[config.mk]
export PLATFORM = sky130hd
export DESIGN_NAME = tri_timer
export DESIGN_NICKNAME = d
export VERILOG_FILES = /design/src/rtl/tri_timer.sv
export SDC_FILE = /design/constraint.sdc
export NUM_CORES = 1
export LEC_CHECK = 0
export ABC_AREA = 0
export BUFFER_PORTS_ARGS = -buffer_cell sky130_fd_sc_hd__buf_2
export CORE_MARGIN = 3
export CORE_UTILIZATION = 45
export DETAILED_ROUTE_END_ITERATION = 8
export PLACE_DENSITY = 0.59
export SETUP_SLACK_MARGIN = 0.15
export SLEW_MARGIN = 0
export SYNTH_ARGS = -nofsm -noshare
export SYNTH_HDL_FRONTEND = slang
export SYNTH_SLANG_ARGS = --single-unit
[constraint.sdc]
create_clock -name clk -period 6.1 [get_ports clk]
set_clock_uncertainty 0.1 [all_clocks]
set_input_delay 0.305 -clock clk [delete_from_list [all_inputs] [get_ports clk]]
set_output_delay 0.305 -clock clk [all_outputs]
set_load 0.03 [all_outputs]
[src/rtl/tri_timer.sv]
module tri_timer #(
  parameter int W       = 16,
  parameter int PS_BITS = 3,
  parameter int PS_MIN  = 3
) (
  input  logic         clk,
  input  logic         rst_n,
  input  logic         wr_en,
  input  logic [2:0]   wr_addr,
  input  logic [W-1:0] wr_data,
  input  logic [2:0]   cnt_pin,
  input  logic [2:0]   dir_pin,
  output logic [W-1:0] core_cnt,
  output logic [W-1:0] aux0_cnt,
  output logic [W-1:0] aux1_cnt,
  output logic         tog_out
);
  localparam int NT    = 3;
  localparam int CW    = 14;
  localparam int PRE_W = PS_MIN + (1 << PS_BITS) - 1;
  localparam logic [2:0] M_TIM = 3'd0, M_GAT = 3'd1, M_CNT = 3'd2,
                         M_INC = 3'd3, M_RLD = 3'd4, M_CAP = 3'd5;

  logic [PRE_W-1:0]       presc;
  logic [NT-1:0][W-1:0]   cnt, nxt;
  logic [NT-1:0][CW-1:0]  ctl;
  logic [NT-1:0]          a1, a2, a3, b1, b2, b3;
  logic [NT-1:0]          step, down, ev, rld;
  logic                   tog, wrap0, core_wr;

  assign core_wr = wr_en && wr_addr == 3'd0;

  always_comb begin
    for (int i = 0; i < NT; i++) begin
      logic [PRE_W-1:0] msk;
      logic tick, ach, bch, qup;
      msk   = (PRE_W'(1) << (PS_MIN + int'(ctl[i][8:6]))) - PRE_W'(1);
      tick  = &(presc | ~msk);
      ev[i] = (ctl[i][9] & a2[i] & ~a3[i]) | (ctl[i][10] & ~a2[i] & a3[i]);
      ach   = a2[i] ^ a3[i];
      bch   = b2[i] ^ b3[i];
      qup   = ach ? (a2[i] ^ b2[i]) : ~(a2[i] ^ b2[i]);
      if (ctl[i][2:0] == M_INC) down[i] = ~qup ^ ctl[i][4];
      else                      down[i] = ctl[i][4] ^ (ctl[i][5] & b2[i]);
      case (ctl[i][2:0])
        M_TIM:   step[i] = ctl[i][3] & tick;
        M_GAT:   step[i] = ctl[i][3] & tick & (a2[i] == ctl[i][13]);
        M_CNT:   step[i] = ctl[i][3] & ev[i];
        M_INC:   step[i] = ctl[i][3] & (ach ^ bch);
        default: step[i] = 1'b0;
      endcase
      nxt[i] = down[i] ? cnt[i] - 1'b1 : cnt[i] + 1'b1;
    end
  end

  assign wrap0 = step[0] & ~core_wr & (down[0] ? (cnt[0] == '0) : (&cnt[0]));

  always_comb begin
    rld[0] = 1'b0;
    for (int i = 1; i < NT; i++)
      rld[i] = (ctl[i][2:0] == M_RLD) &
               (ev[i] | (ctl[i][11] & wrap0 & (tog == ctl[i][12])));
  end

  always_ff @(posedge clk or negedge rst_n) begin
    if (!rst_n) begin
      presc <= '0;
      cnt   <= '0;
      ctl   <= '0;
      a1 <= '0; a2 <= '0; a3 <= '0;
      b1 <= '0; b2 <= '0; b3 <= '0;
      tog   <= 1'b0;
    end else begin
      presc <= presc + 1'b1;
      a1 <= cnt_pin; a2 <= a1; a3 <= a2;
      b1 <= dir_pin; b2 <= b1; b3 <= b2;
      if (wrap0) tog <= ~tog;
      for (int i = 0; i < NT; i++)
        if (wr_en && wr_addr == 3'(i + 4)) ctl[i] <= wr_data[CW-1:0];
      if (core_wr)      cnt[0] <= wr_data;
      else if (rld[1])  cnt[0] <= cnt[1];
      else if (rld[2])  cnt[0] <= cnt[2];
      else if (step[0]) cnt[0] <= nxt[0];
      for (int i = 1; i < NT; i++) begin
        if (wr_en && wr_addr == 3'(i))                cnt[i] <= wr_data;
        else if (ctl[i][2:0] == M_CAP && ev[i])       cnt[i] <= cnt[0];
        else if (step[i])                             cnt[i] <= nxt[i];
      end
    end
  end

  assign core_cnt = cnt[0];
  assign aux0_cnt = cnt[1];
  assign aux1_cnt = cnt[2];
  assign tog_out  = tog;
endmodule

Word-level counts from Yosys, hierarchy flattened
Index checks and enable logic that the tools add are counted.
{"block": "word_totals", "regBits": 119, "input_bits": 28}
{"block": "classes", "add_sub_neg": 13, "n_eq_ne": 23, "muxes": 23, "n_reduce_logical": 20, "bitwise": 78, "shifts": 3}
{"op": "$mux 16", "count": 13}
{"op": "$add 16x1->16 const B", "count": 3}
{"op": "$sub 16x1->16 const B", "count": 3}
{"op": "$and 1x1->1", "count": 35}
{"op": "$not 10->10", "count": 3}
{"op": "$or 10x10->10", "count": 3}
{"op": "$reduce_and 10->1", "count": 3}
{"op": "$shl 1x4->10 const A", "count": 3}
{"op": "$sub 10x2->10 const B", "count": 3}
{"op": "$eq 3x2->1 const B", "count": 7}
{"op": "$eq 3x3->1 const B", "count": 7}
{"op": "$xor 1x1->1", "count": 18}
{"op": "$logic_not 16->1", "count": 1}
{"op": "$reduce_and 16->1", "count": 1}
{"op": "$not 1->1", "count": 14}
{"op": "$add 2x3->4 const A", "count": 3}
{"op": "$eq 3x1->1 const B", "count": 4}
{"op": "$logic_not 3->1", "count": 4}
{"op": "$pmux 1 s4", "count": 3}
{"op": "$add 10x1->10 const B", "count": 1}
{"op": "$logic_and 1x1->1", "count": 8}
{"op": "$mux 1", "count": 7}
{"op": "$reduce_bool 3->1", "count": 2}
{"op": "$eq 1x1->1", "count": 5}
{"op": "2 further kinds", "count": 6}

Logic depth before layout (Yosys ltp)
Gate-level depths: netlist of run 1.
{"block": "depth", "ltp_word": 18, "depth_mapped": 16, "depth_no_buf": 15}

Worst setup path after synthesis of run 1
No wires, ideal clock.
{"block": "synth_path", "path_kind": "register to register", "startpoint": "register ctl[14] in the netlist's numbering", "endpoint": "register cnt (netlist bit aux0_cnt[14])", "path_slack_ns": 1.887, "setup_time_ns": 0.127, "stages_incl_launch_ff": 17, "n_path_buf": 1, "t_arrival_ns": 3.985, "cell_sequence": "dfrtp_1 -> clkbuf_1 -> nand3b_1 -> mux2i_1 -> nand2_1 -> o21ai_0 -> xor2_1 -> ha_1 -> a21o_1 -> a21oi_1 -> o21a_1 -> nor3_1 -> a41o_1 -> o41ai_1 -> mux2i_1 -> a2111oi_0 -> or2_2"}
{"block": "synth_via", "elab_chain_len": 6, "elab_cells_between_ends": 13, "cone_classes": "eq/ne: 4; mux: 6; reduce/logical: 3"}
{"element": "start, declared", "line": "26", "text": "logic [NT-1:0][CW-1:0] ctl;"}
{"element": "start signal, assigned by index", "line": "79", "text": "if (wr_en && wr_addr == 3'(i + 4)) ctl[i] <= wr_data[CW-1:0];"}
{"element": "$eq 3x2->1", "line": "43, 45"}
{"element": "$mux 1", "line": "43", "text": "if (ctl[i][2:0] == M_INC) down[i] = ~qup ^ ctl[i][4];"}
{"element": "$mux 16", "line": "52", "text": "nxt[i] = down[i] ? cnt[i] - 1'b1 : cnt[i] + 1'b1;"}
{"element": "$mux 16", "line": "87", "text": "else if (step[i]) cnt[i] <= nxt[i];"}
{"element": "$mux 16", "line": "86", "text": "else if (ctl[i][2:0] == M_CAP && ev[i]) cnt[i] <= cnt[0];"}
{"element": "$mux 16", "line": "85", "text": "if (wr_en && wr_addr == 3'(i)) cnt[i] <= wr_data;"}
{"element": "end signal, assigned by index", "line": "85"}
{"element": "end signal, assigned by index", "line": "86"}
{"element": "end signal, assigned by index", "line": "87"}
{"element": "end, declared", "line": "25", "text": "logic [NT-1:0][W-1:0] cnt, nxt;"}
Several ways; a longest one is shown, not always the timed one. The select of a mux whose other input is x is not followed.
A chain may end at the register's enable or synchronous reset.

Worst setup path in the final report of run 1
{"block": "layout_path", "startpoint": "register ctl[2] in the netlist's numbering", "endpoint": "register cnt (netlist bit core_cnt[14])"}
{"block": "layout_via", "elab_chain_len": 11, "elab_cells_between_ends": 23, "cone_classes": "eq/ne: 3; mux: 8; bitwise: 10; reduce/logical: 2"}
{"element": "$eq 3x2->1 (tied with other cells)", "line": "43, 45"}
{"element": "$pmux 1 s4 / $mux 1 (equally long branches)", "line": "45, 43"}
{"element": "$and 1x1->1 / $mux 1 (equally long branches)", "line": "56", "text": "assign wrap0 = step[0] & ~core_wr & (down[0] ? (cnt[0] == '0) : (&cnt[0]));"}
{"element": "$and 1x1->1", "line": "56"}
{"element": "$and 1x1->1 (2 in a row)", "line": "62", "text": "(ev[i] | (ctl[i][11] & wrap0 & (tog == ctl[i][12])));"}
{"element": "$or 1x1->1", "line": "62"}
{"element": "$and 1x1->1", "line": "61", "text": "rld[i] = (ctl[i][2:0] == M_RLD) &"}
{"element": "$mux 16", "line": "82", "text": "else if (rld[2]) cnt[0] <= cnt[2];"}
{"element": "$mux 16", "line": "81", "text": "else if (rld[1]) cnt[0] <= cnt[1];"}
{"element": "$mux 16", "line": "80", "text": "if (core_wr) cnt[0] <= wr_data;"}
Several ways; a longest one is shown, not always the timed one. The select of a mux whose other input is x is not followed.

==> results of run 1 <==
[worst max path at each step]
stage	start	endpoint	slack [ns]	cells after the start
final	ctl[2]$_DFFE_PN0P_	core_cnt[14]$_DFFE_PN0P_	1.85	13
after detailed placement	ctl[2]$_DFFE_PN0P_	core_cnt[14]$_DFFE_PN0P_	1.88	13
after global routing	ctl[2]$_DFFE_PN0P_	core_cnt[14]$_DFFE_PN0P_	1.57	13
after floorplan	ctl[14]$_DFFE_PN0P_	aux0_cnt[14]$_DFFE_PN0P_	1.89	16
after CTS	ctl[2]$_DFFE_PN0P_	core_cnt[14]$_DFFE_PN0P_	1.86	13
after global placement	ctl[2]$_DFFE_PN0P_	core_cnt[14]$_DFFE_PN0P_	1.89	13
[repair_timing]
item                                   CTS  global route
hold buffers                             7             0
endpoints found under the hold margin   66             0
setup buffers                            0             0
[through the flow]
step | util, % | cells | setup slack, ns
finish | 53.17 | 1184 | 1.848
global route | 53.17 | 1184 | 1.565
CTS | 53.17 | 1184 | 1.864
detailed placement | 49.42 | 1145 | 1.881
global placement | 49.42 | 1145 | 1.890
floorplan | - | 872 | 1.887
[final cells by class]
cell class	instances	area, µm²
Tap cell	225	281.5
Sequential cell	117	2928
Inverter	24	90.09
Clock buffer	18	429.2
Fill cell	1608	8128
Timing Repair Buffer	90	505.5
Clock inverter	14	151.4
Multi-Input combinational cell	696	4843
[sequential cells by signal (all words and copies together), names as in the netlist]
register and cells:
ctl 40, b3 3, a2 3, a1 3
core_cnt 16, aux0_cnt 16, a3 3, tog_out 1
aux1_cnt 16, b1 3, b2 3, presc 10
[critical path, cell delays in order, from the launching register on]
cell and delay (ns):
dfrtp_1 0.41, and3b_4 0.34, mux2_4 0.32, a211oi_4 0.75, ha_1 0.43, a211oi_1 0.26, o21a_1 0.17, a21boi_0 0.14
a221o_1 0.35, o41ai_1 0.32, xnor2_1 0.11, mux2i_1 0.14, a21oi_1 0.08, o22a_1 0.21
[cell families after synthesis]
logic type / after synthesis / synth area share [%]
xor+xnor: 63 / 6.900
other cells: 1 / 0.04690
mux: 60 / 8.418
flops: 117 / 36.61
fa+ha+maj: 48 / 7.792
compound gates: 238 / 19.65
buf+inv: 59 / 2.926
simple gates: 285 / 17.65
[where the power goes]
group          internal [mW]  switching [mW]  total, mW
Sequential             0.998           0.359       1.36
Combinational           1.35            1.77       3.12
Clock                  0.605           0.389      0.994
Total                   2.96            2.51       5.47
[metal layers]
metal  global-route usage (%)  wire length, µm  vias up
met4                    5.149              235        0
met2                    32.77             9316      188
li1                         -                -     3359
met3                    5.292             1354       15
met1                    37.05            11660     3347
met5                    1.253                0        -
[Yosys cell counts (4+ instances only)]
master	instances
nand4_1	7
a21o_1	11
nand3_1	25
o21bai_1	4
o2111ai_1	5
nand3b_1	8
a21oi_1	59
inv_1	24
nor3_1	23
ha_1	45
o41ai_1	4
nand2_1	85
nor2b_1	12
o31ai_1	5
mux2_2	46
a31oi_1	4
o21ai_0	64
and3_1	9
o221ai_1	8
o22a_1	5
nand2b_1	10
mux2i_1	11
nor3b_1	5
nor4_1	5
a211oi_1	9
or3_1	13
o21a_1	7
xnor2_1	40
o211ai_1	15
o22ai_1	7
nor2_1	65
dfrtp_1	117
xor2_1	23
clkbuf_1	29
a2111oi_0	5
buf_2	4
==> impl_metrics.tcl, run 1 <==
set metrics [dict create \
    finalSetupViolCount 0 \
    grt_first_pass_wirelength_um 36120 \
    power.total_mw 5.472 \
    root_buffer "clkbuf_16" \
    grt_util_all_layers_pct 23.55 \
    synth_area_leaders "dfrtp_1 37%, ha_1 7.0%, mux2_2 6.5%" \
    cp-start-kind "flip-flop" \
    postSynthCellCount 871 \
    hold_viol_final 0 \
    fin_setup_tns_ns 0 \
    start_util_pct 46.07 \
    synth-edff-count 0 \
    finalHoldWorstSlack_ns 0.05592 \
    max_slew_margin_pct 41.51 \
    routed_wl_um 22570 \
    ir_drop_uv 362.5 \
    post-dp-hpwl_um 16050 \
    diodes 0 \
    leakage_nw 4.045 \
    rr_worst_depth 13 \
    cts_resized 0 \
    yosys.cell_types.count 70 \
    status "completed" \
    yosysWarningCount 0 \
    crit_fanout 17 \
    final_nets 1022 \
    synth_ff_type "dfrtp_1" \
    synth_seq_area_share_pct 36.61 \
    die_h_um 139.3 \
    drtPass1Iterations 5 \
    fin_crit_sh_pct 69.70 \
    powerDensity_nw_per_um2 592.9 \
    criticalPathCategory "reg -> reg" \
    syn-cell-area_um2 7996 \
    fmax_mhz 235.2 \
    die-area_um2 19410 \
    drive_gt1_share_pct 18.46 \
    mostFrequentLayoutCells "117 x dfrtp_1, 85 x nand2_1, 75 x buf_2" \
    rsz0062_at_grt "no" \
    fin_crit_ns 4.252 \
    required_ns 6.31 \
    whs_path_depth 3 \
    postRouteAntennaNets 0 \
    vias_per_cell 5.835 \
    yosysTopAreaCell "dfrtp_1" \
    clockBufferDepth 2 \
    grt_start_max_net_pins 62 \
    reg2reg_from "ctl[2]$_DFFE_PN0P_" \
    io_pins 77 \
    worst_hold_path.endpoint "aux0_cnt[15]$_DFFE_PN0P_" \
    final_common_cell "dfrtp_1" \
    cp.arrival_ns 4.46 \
    hold_path.class "in -> reg" \
    placed_area_um2 8578 \
    hold_path_startpoint "wr_data[15]" \
    gp_congestion 0.9028 \
    area_growth_pct 15.41 \
    core_um2 17360 \
    maxCapViolations 0 \
    num_rows 48 \
    cp-end-kind "flip-flop" \
    syn_area_per_cell_um2 9.181 \
    tightest_slew_ns 0.8745 \
    grt_pass1_vias 6417 \
    cts_tree "done" \
    io_buffers 76 \
    async_flop_share_pct 100.0 \
    drc 0 \
    rrSetupSlack_ns 1.85 \
    cts_made_buffers 17 \
    report.final.slew_viol_count 0 \
    wl_per_cell_um 19.06 \
    ys_seq_elements 117 \
    htreeDepth 4 \
    final_area_um2 9229 \
    clk_pin_slew_ns 0.06 \
    synth_top_area_share_pct 36.61 \
    drt_iter0_drc 514 \
    grt_overflow 0 \
    antenna_found_initial 0 \
    clk_latency_ns 0.42 \
    die_x_um 139.3 \
    vias 6909 \
    cts_sinks 117 \
    rr_endpoint "core_cnt[14]$_DFFE_PN0P_" \
]
No activity file was read; power rests on OpenSTA's default activity.
==> run 2: changes to the inputs <==
Settings changed: ABC_AREA 0 to 1, PLACE_DENSITY 0.59 to 0.62.
Clock period 6.1 ns to 3.8 ns, I/O delays scaled along.
==> impl_metrics.tcl, run 2 <==
set metrics [dict create \
    syn_area_per_cell_um2 7.167 \
    mostFrequentLayoutCells "275 x nand2_1, 146 x inv_1, 126 x o21ai_0" \
    yosysTopAreaCell "dfrtp_1" \
    post-dp-hpwl_um 18330 \
    worst_path_max_delay_cell "dfrtp_1" \
    fmax_mhz 296.9 \
    postRouteAntennaNets 0 \
    num_rows 49 \
    clockBufferDepth 2 \
    report.final.slew_viol_count 0 \
    hold_viol_final 0 \
    synthMuxAreaShare_pct 0 \
    grt_start_max_net_pins 118 \
    grt_first_pass_wirelength_um 39530 \
    vias_per_cell 5.400 \
    final_nets 1325 \
    synth_ff_type "dfrtp_1" \
    maxCapViolations 0 \
    final_area_um2 9708 \
    drive_gt1_share_pct 12.44 \
    diodes 0 \
    internal_power_mw 4.321 \
    criticalPathCategory "reg -> reg" \
    final_cells 1491 \
    fin_setup_tns_ns 0 \
    synth-edff-count 0 \
    die-area_um2 20220 \
    gp_congestion 0.8992 \
    rsz0062_at_grt "yes" \
    core_um2 18090 \
    finalHoldWorstSlack_ns 0.01044 \
    grt_pass1_vias 7522 \
    postSynthCellCount 1165 \
    yosys.cell_types.count 47 \
    ys_seq_elements 117 \
    crit_fanout 10 \
    hold_path.class "in -> reg" \
    max_slew_margin_pct 43.01 \
    largest_reg_flops 40 \
    critPathBufInv 3 \
    cts_made_buffers 17 \
    final_common_cell "nand2_1" \
    grt_overflow 0 \
    routed_wl_um 24310 \
    vias 8051 \
    die_x_um 142.2 \
    cts_tree "done" \
    io_pins 77 \
    cp_top_family "compound AO/OA/AOI/OAI gates" \
    synth_seq_area_share_pct 35.07 \
    cts_sinks 117 \
    dp.cells 1449 \
    cp-start-kind "flip-flop" \
    root_buffer "clkbuf_16" \
    antenna_found_initial 0 \
    switching_power_mw 4.143 \
    swShare_pct 48.95 \
    required_ns 4.00 \
    yosys.area_share.simple_pct 25.33 \
    max_stage_delay_ns 0.38 \
    synthAdderAreaFrac_pct 7.463 \
    async_flop_share_pct 100.0 \
    ir_drop_uv 517.7 \
    grt_util_all_layers_pct 24.81 \
    status "completed" \
    cp-end-kind "flip-flop" \
    drt_iter0_drc 630 \
    cp.arrival_ns 3.57 \
    yosysWarningCount 0 \
    area_growth_pct 16.27 \
    htreeDepth 4 \
    clk_pin_slew_ns 0.06 \
    io_buffers 76 \
    placed_area_um2 8979 \
    ys_top_cells_by_count "275 x nand2_1, 147 x inv_1, 130 x o21ai_0" \
    tightest_slew_ns 0.8528 \
    fin_crit_sh_pct 88.64 \
    synth_top_area_share_pct 35.07 \
    start_util_pct 46.16 \
    clkPwrFrac_pct 19.3 \
    crit_chain "inv_1 > nand4_1 > nand3_1 > o21ai_0 > or2_2 > nand2_1 > clkinvlp_4 > buf_4 > ha_1 > a21o_1 > a221oi_1 > nand2_1 > a31oi_1 > xnor2_1 > o21ai_0 > a21oi_1" \
    finalSetupViolCount 0 \
    synth_area_leaders "dfrtp_1 35%, nand2_1 12%, o21ai_0 7.8%" \
    synth_top_family_by_area "simple AND/OR/NAND/NOR gates" \
    fill_cells 1768 \
    die_h_um 142.2 \
    drtPass1Iterations 5 \
    synth_compound_area_share_pct 18.33 \
    wl_per_cell_um 16.31 \
    drc 0 \
    clk_latency_ns 0.42 \
    leakage_nw 5.030 \
    regMostFlops "ctl" \
    pwr-share-comb_pct 56.0 \
    synth_xor_area_share_pct 5.035 \
    powerDensity_nw_per_um2 871.9 \
    fin_crit_ns 3.368 \
    synth_most_common_cell "nand2_1" \
    syn-cell-area_um2 8349 \
    p_seq_share_pct 24.8 \
]
-- run 2: changes by cell type after synthesis, sizes merged, moves of 9 or more --
cell | before | now
mux2 | 49 | 0
nor2b | 12 | 0
o21ai | 64 | 132
a21oi | 59 | 84
or3 | 13 | 0
xnor2 | 40 | 18
nand3 | 25 | 108
nand2b | 10 | 0
mux2i | 11 | 0
and3 | 9 | 0
inv | 24 | 149
nor3 | 23 | 5
nand2 | 85 | 284
-- run 2: worst paths after layout --
check                                     from  depth (start not counted)                  endpoint  slack, ns
setup / recovery           ctl[16]$_DFFE_PN0P_                         16  aux0_cnt[15]$_DFFE_PN0P_       0.43
hold / removal                     wr_data[11]                          3  aux0_cnt[11]$_DFFE_PN0P_       0.01
setup reg to reg           ctl[16]$_DFFE_PN0P_                         16  aux0_cnt[15]$_DFFE_PN0P_       0.43
hold reg to reg                a1[2]$_DFF_PN0_                          0           a2[2]$_DFF_PN0_       0.24
max in group asynchronous                rst_n                          3  core_cnt[11]$_DFFE_PN0P_       2.81
min in group asynchronous                rst_n                          3           b1[0]$_DFF_PN0_       0.28
-- run 2: final cells by class --
class                      count  area, µm²  share of cell area, %
clock inverter                13      146.4                  1.508
clock buffer                  19      452.9                  4.666
tap                          229      286.5                  2.951
sequential                   117       2928                  30.16
multi-input combinational    864       4737                  48.79
timing repair buffer          99      590.6                  6.083
inverter                     150      566.8                  5.838
-- run 2: layer usage --
metal / share of wire [%] / global-route usage [%] / vias up
met4: 1.7 / 6.818 / 0
met1: 48 / 36.84 / 3727
met3: 7.2 / 5.276 / 28
met2: 43 / 36.67 / 240
met5: 0 / 0 / -
li1: - / - / 4056
-- run 2: cells by family (layout without fill, tap and decap cells) --
logic type               Yosys count  after routing
AND/OR/NAND/NOR                  491            491
AO/OA/AOI/OAI                    275            275
buffers and inverters            185            281
flip-flops                       117            117
adder cells (fa/ha/maj)           48             48
XOR/XNOR                          48             48
other                              1              2
-- run 2: repair_timing --
action	CTS	global route
endpoints found under the setup margin	0	10
hold buffers	9	0
endpoints found under the hold margin	125	0
gates resized for setup	0	14
buffers inserted	0	1
-- run 2: power by group through the flow --
stage	sequential (mW)	clock, mW	combinational (mW)
after floorplan	2.41	0	3.07
after global placement	2.10	0	4.58
after detailed placement	2.10	0	4.61
after CTS	2.08	1.65	4.65
after global routing	2.15	1.71	5.34
final	2.10	1.63	4.74
-- run 2: metrics by stage --
step	util, %	setup slack (ns)	power, mW
after floorplan	-	0.2915	5.488
after global placement	49.64	0.3131	6.678
after detailed placement	49.64	0.2275	6.718
after CTS	53.46	0.2099	8.383
after global routing	53.68	0.1376	9.202
final	53.68	0.4317	8.465
-- run 2: worst register-to-register path, cell delays in order (launching register included) --
cell and delay [ns]:
dfrtp_1 0.38, inv_1 0.16, nand4_1 0.13, nand3_1 0.10, o21ai_0 0.09, or2_2 0.28, nand2_1 0.15, clkinvlp_4 0.19
buf_4 0.22, ha_1 0.33, a21o_1 0.19, a221oi_1 0.28, nand2_1 0.09, a31oi_1 0.23, xnor2_1 0.10, o21ai_0 0.14
a21oi_1 0.09
